$ cat config.mk
export PLATFORM = sky130hd
export DESIGN_NAME = lvl_irq_ctrl
export DESIGN_NICKNAME = d
export VERILOG_FILES = /design/src/rtl/irq_pkg.sv /design/src/rtl/irq_sync2.sv /design/src/rtl/irq_sw_latch.sv /design/src/rtl/irq_prio_enc.sv /design/src/rtl/lvl_irq_ctrl.sv
export SDC_FILE = /design/constraint.sdc
export NUM_CORES = 1
export LEC_CHECK = 0
export ABC_AREA = 1
export BUFFER_PORTS_ARGS = -buffer_cell sky130_fd_sc_hd__buf_4
export CAP_MARGIN = 0
export CORE_MARGIN = 2
export CORE_UTILIZATION = 45
export CTS_BUF_LIST = sky130_fd_sc_hd__clkbuf_8 sky130_fd_sc_hd__clkbuf_16
export DETAILED_ROUTE_END_ITERATION = 10
export GPL_ROUTABILITY_DRIVEN = 1
export PLACE_DENSITY = 0.81
export SLEW_MARGIN = 20
export SYNTH_ARGS = -nofsm -noshare
export SYNTH_HDL_FRONTEND = slang
export SYNTH_HIERARCHICAL = 1
export SYNTH_SLANG_ARGS = --single-unit
export TNS_END_PERCENT = 1
$ cat constraint.sdc
create_clock -name clk_i -period 5.7 [get_ports clk_i]
set_input_delay 1.14 -clock clk_i [delete_from_list [all_inputs] [get_ports clk_i]]
set_output_delay 1.14 -clock clk_i [all_outputs]
set_load 0.05 [all_outputs]
$ cat src/rtl/irq_pkg.sv
package irq_pkg;
  localparam int DW          = 32;
  localparam int NB          = DW / 8;
  localparam int IW          = $clog2(DW);
  localparam int SW_BIT      = 1;
  localparam int SW_LIVE_BIT = 16;
  localparam logic [7:0] OFF_CAUSE = 8'h00;
  localparam logic [7:0] OFF_MASK  = 8'h04;
  localparam logic [7:0] OFF_PRST  = 8'h24;
endpackage

$ cat src/rtl/irq_sync2.sv
module irq_sync2 #(
  parameter int W = 1
) (
  input  logic         clk_i,
  input  logic         rst_ni,
  input  logic [W-1:0] d_i,
  output logic [W-1:0] q_o
);
  logic [W-1:0] s1_q, s2_q;

  always_ff @(posedge clk_i or negedge rst_ni) begin
    if (!rst_ni) begin
      s1_q <= '0;
      s2_q <= '0;
    end else begin
      s1_q <= d_i;
      s2_q <= s1_q;
    end
  end

  assign q_o = s2_q;
endmodule

$ cat src/rtl/irq_sw_latch.sv
module irq_sw_latch (
  input  logic clk_i,
  input  logic rst_ni,
  input  logic lvl_i,
  input  logic clr_i,
  output logic flag_o
);
  logic prev_q, flag_q, rise;

  assign rise = lvl_i & ~prev_q;

  always_ff @(posedge clk_i or negedge rst_ni) begin
    if (!rst_ni) begin
      prev_q <= 1'b0;
      flag_q <= 1'b0;
    end else begin
      prev_q <= lvl_i;
      flag_q <= rise | (flag_q & ~clr_i);  // set wins over clear
    end
  end

  assign flag_o = flag_q;

  // a press edge always latches
  a_r5_set_on_edge: assert property (@(posedge clk_i) disable iff (!rst_ni)
    rise |=> flag_o);
  // only a clear can drop the latch
  a_r5_hold: assert property (@(posedge clk_i) disable iff (!rst_ni)
    (flag_o && !clr_i) |=> flag_o);
endmodule

$ cat src/rtl/irq_prio_enc.sv
module irq_prio_enc #(
  parameter int N  = 32,
  localparam int IW = $clog2(N)
) (
  input  logic [N-1:0]  req_i,
  output logic [IW-1:0] idx_o,
  output logic          vld_o
);
  always_comb begin
    idx_o = '0;
    vld_o = 1'b0;
    for (int i = N - 1; i >= 0; i--) begin
      if (req_i[i]) begin
        idx_o = IW'(i);
        vld_o = 1'b1;
      end
    end
  end

  // reported index is set and nothing below it is
  always_comb begin
    if (vld_o) begin
      a_r8_lowest: assert (req_i[idx_o] && ((req_i & ((N'(1) << idx_o) - N'(1))) == '0));
    end else begin
      a_r8_none: assert (req_i == '0);
    end
  end
endmodule

$ cat src/rtl/lvl_irq_ctrl.sv
module lvl_irq_ctrl
  import irq_pkg::*;
#(
  parameter int AW = 8
) (
  input  logic          clk_i,
  input  logic          rst_ni,
  input  logic [DW-1:0] src_i,
  input  logic          sw_press_i,
  input  logic [AW-1:0] addr_i,
  input  logic          we_i,
  input  logic [NB-1:0] be_i,
  input  logic [DW-1:0] wdata_i,
  output logic [DW-1:0] rdata_o,
  output logic          irq_o,
  output logic          plat_rst_o,
  output logic [IW-1:0] pend_idx_o,
  output logic          pend_vld_o
);
  localparam logic [DW-1:0] PEND_EN = ~(DW'(1) << SW_LIVE_BIT);

  logic [DW-1:0] src_sync, cause, pend, mask_q;
  logic          sw_sync, sw_flag, sw_clr;
  logic          irq_q, prst_q;
  logic          sel_cause, sel_mask, sel_prst;
  logic          unused_src;

  assign sel_cause = (addr_i == AW'(OFF_CAUSE));
  assign sel_mask  = (addr_i == AW'(OFF_MASK));
  assign sel_prst  = (addr_i == AW'(OFF_PRST));

  irq_sync2 #(.W(DW + 1)) u_sync (
    .clk_i  (clk_i),
    .rst_ni (rst_ni),
    .d_i    ({sw_press_i, src_i}),
    .q_o    ({sw_sync, src_sync})
  );

  assign sw_clr = we_i && sel_cause && be_i[SW_BIT/8] && wdata_i[SW_BIT];

  irq_sw_latch u_sw (
    .clk_i  (clk_i),
    .rst_ni (rst_ni),
    .lvl_i  (sw_sync),
    .clr_i  (sw_clr),
    .flag_o (sw_flag)
  );

  assign unused_src = src_sync[SW_BIT] ^ src_sync[SW_LIVE_BIT];

  for (genvar i = 0; i < DW; i++) begin : g_cause
    if (i == SW_BIT) begin : g_latched
      assign cause[i] = sw_flag;
    end else if (i == SW_LIVE_BIT) begin : g_live
      assign cause[i] = ~sw_sync;
    end else begin : g_level
      assign cause[i] = src_sync[i];
    end
  end

  for (genvar b = 0; b < NB; b++) begin : g_mask
    always_ff @(posedge clk_i or negedge rst_ni) begin
      if (!rst_ni) mask_q[8*b +: 8] <= '0;
      else if (we_i && sel_mask && be_i[b]) mask_q[8*b +: 8] <= wdata_i[8*b +: 8];
    end
  end

  assign pend = cause & mask_q & PEND_EN;

  always_ff @(posedge clk_i or negedge rst_ni) begin
    if (!rst_ni) begin
      irq_q  <= 1'b0;
      prst_q <= 1'b0;
    end else begin
      irq_q  <= |pend;
      prst_q <= we_i && sel_prst;
    end
  end

  irq_prio_enc #(.N(DW)) u_prio (
    .req_i (pend),
    .idx_o (pend_idx_o),
    .vld_o (pend_vld_o)
  );

  always_comb begin
    rdata_o = '0;
    if (sel_cause)     rdata_o = cause;
    else if (sel_mask) rdata_o = mask_q;
  end

  assign irq_o      = irq_q;
  assign plat_rst_o = prst_q;

  // no mask bits, no interrupt
  a_r4_masked_quiet: assert property (@(posedge clk_i) disable iff (!rst_ni)
    (mask_q == '0) |=> !irq_o);
  // live switch bit never drives the interrupt alone
  a_r6_live_excluded: assert property (@(posedge clk_i) disable iff (!rst_ni)
    ((cause & mask_q & PEND_EN) == '0) |=> !irq_o);
  // reset request follows a write to its offset
  a_r7_prst_pulse: assert property (@(posedge clk_i) disable iff (!rst_ni)
    (we_i && sel_prst) |=> plat_rst_o);
  a_r7_prst_cause: assert property (@(posedge clk_i) disable iff (!rst_ni)
    plat_rst_o |-> $past(we_i && sel_prst));
endmodule

==> flow_summary.json <==
{
  "status": "finished, final reports clean",
  "worstRegToRegCells": 6,
  "final_common_cell": "nand2_1",
  "grt_max_degree": 55,
  "rows": 35,
  "fin_util_pct": 59.0,
  "endpoint_kind": "output pin",
  "dp_cells": 765,
  "rsz0062_at_grt": "false",
  "crit_type": "in -> out",
  "diodes": 0,
  "wl_um": 10200,
  "met2_length_um": 5090,
  "max_freq_mhz": 253,
  "cts_tree": "built",
  "wl_met1_um": 4350,
  "chipHeight_um": 101,
  "clk_pin_slew_ns": 0.08,
  "vias": 3744,
  "setup_viol": 0,
  "max_cap_viol_count": 0,
  "slew_headroom_pct": 56.3,
  "powerDensity_nw_per_um2": 255,
  "cp_data_required_time_ns": 4.56,
  "final_area_um2": 5450,
  "post-dp-hpwl_um": 7620,
  "syn2layout_area_growth_pct": 27.6,
  "cts_setup_buffers": 0,
  "die-area_um2": 10300,
  "finalMaxSlewViolations": 0,
  "hold_viol_final": 0,
  "drtAntennaViolNets": 0,
  "wl_met3_um": 505,
  "root_buffer": "clkbuf_8",
  "antenna_found_initial": 0,
  "avgRoutedWirePerCell_um": 13.1,
  "grt_pass1_wl_um": 16900,
  "place_congestion": 0.845,
  "grt_use_total_pct": 21.2,
  "clock-sinks": 98,
  "dpl_cell_area_um2": 5240,
  "drive_above_1_share_pct": 22.0,
  "setup_ws_ns": 1.75,
  "min_period_ns": 3.95,
  "hp-class": "reg -> reg",
  "arrival_ns": 2.81,
  "p_leak_nw": 3.26,
  "numCtsBuffers": 9,
  "crit_fanout": 25,
  "nFillCells": 835,
  "peakVddDrop_mv": 0.162,
  "io_pins": 120,
  "reg2reg_slack_ns": 4.69,
  "cts_buffer_depth": 2,
  "netlist_instances": 532,
  "htreeDepth": 3,
  "layout_common_cells": "nand2_1 (256), buf_4 (121), dfrtp_1 (98)",
  "core_area_um2": 9240,
  "grt_pass1_vias": 3749,
  "layout.nets": 727,
  "fin_tns_setup_ns": 0,
  "cp-start-kind": "primary input",
  "min_path_cells": 0,
  "cts.repair.resized": 0,
  "drc": 0,
  "clkLatencyLatePin_ns": 0.36,
  "via_per_inst": 4.80,
  "syn_area_um2": 4280,
  "dpl_worst_slack_ns": 1.75,
  "drtIter0Drc": 158,
  "finalNonFillerCells": 780,
  "finClkSkew_ns": 0.00879,
  "grt_overflow_total": 0,
  "holdBufCountCts": 0,
  "post-route-period-util_pct": 69.3,
  "fp.dieW_um": 101,
  "start_util_pct": 46.3,
  "numPortBuffers": 117,
  "syn_area_per_cell_um2": 8.04,
  "dr.max_layer_used": "met4",
  "worst_pin_slew_ns": 0.655,
  "drt_pass1_iterations": 6,
  "yosys_warnings": 6
}
==> report_power, final <==
| part | switching, W | internal (W) |
|---|---|---|
| Clock | 0.000235 | 0.000248 |
| Combinational | 0.000102 | 0.0000646 |
| Sequential | 0.0000153 | 0.000726 |
==> final cells by class <==
type / count / area, um^2 / area share, %
Clock buffer: 9 / 124 / 2.27
Inverter: 69 / 259 / 4.75
Tap cell: 129 / 161 / 2.96
Sequential cell: 98 / 2450 / 45.0
Multi-Input combinational cell: 348 / 1460 / 26.7
Clock inverter: 6 / 92.6 / 1.70
Timing Repair Buffer: 121 / 908 / 16.7
==> critical path: stages <==
cell and delay (ns):
buf_4 0.12, nor2_1 0.14, nand2_2 0.12, nor2_4 0.49, buf_4 0.35, nand2_1 0.10, o31ai_1 0.09, buf_4 0.25
==> worst paths after layout <==
kind,start,to
worst max-delay path,addr_i[5],rdata_o[16]
worst min-delay path,u_sync/s1_q[15]$_DFF_PN0_,u_sync/q_o[15]$_DFF_PN0_
worst max register to register,mask_q[17]$_DFFE_PN0P_,irq_o$_DFF_PN0_
worst min register to register,u_sync/s1_q[15]$_DFF_PN0_,u_sync/q_o[15]$_DFF_PN0_
max in group asynchronous,rst_ni,mask_q[5]$_DFFE_PN0P_
min in group asynchronous,rst_ni,mask_q[10]$_DFFE_PN0P_
==> routing by layer <==
| layer | GRT usage [%] | vias to the layer above |
|---|---|---|
| met4 | 8.42 | 0 |
| met1 | 27.5 | 1760 |
| met3 | 4.49 | 26 |
| li1 | - | 1846 |
| met2 | 34.9 | 112 |
| met5 | 0 | - |
==> through the flow <==
stage / power, W / hold slack (ns)
after floorplan: 0.000834 / 0.331
after global placement: 0.000918 / 0.332
after detailed placement: 0.000923 / 0.335
after CTS: 0.00141 / 0.355
after global routing: 0.00146 / 0.363
final: 0.00139 / 0.351
==> registers in the layout (all words and copies together) (netlist names) <==
name	flops
mask_q	32
u_sync/q_o	31
u_sw/flag_o	1
u_sw/prev_q	1
irq_o	1
u_sync/s1_q	31
plat_rst_o	1
Note: power is estimated with default switching activity, not from simulation.
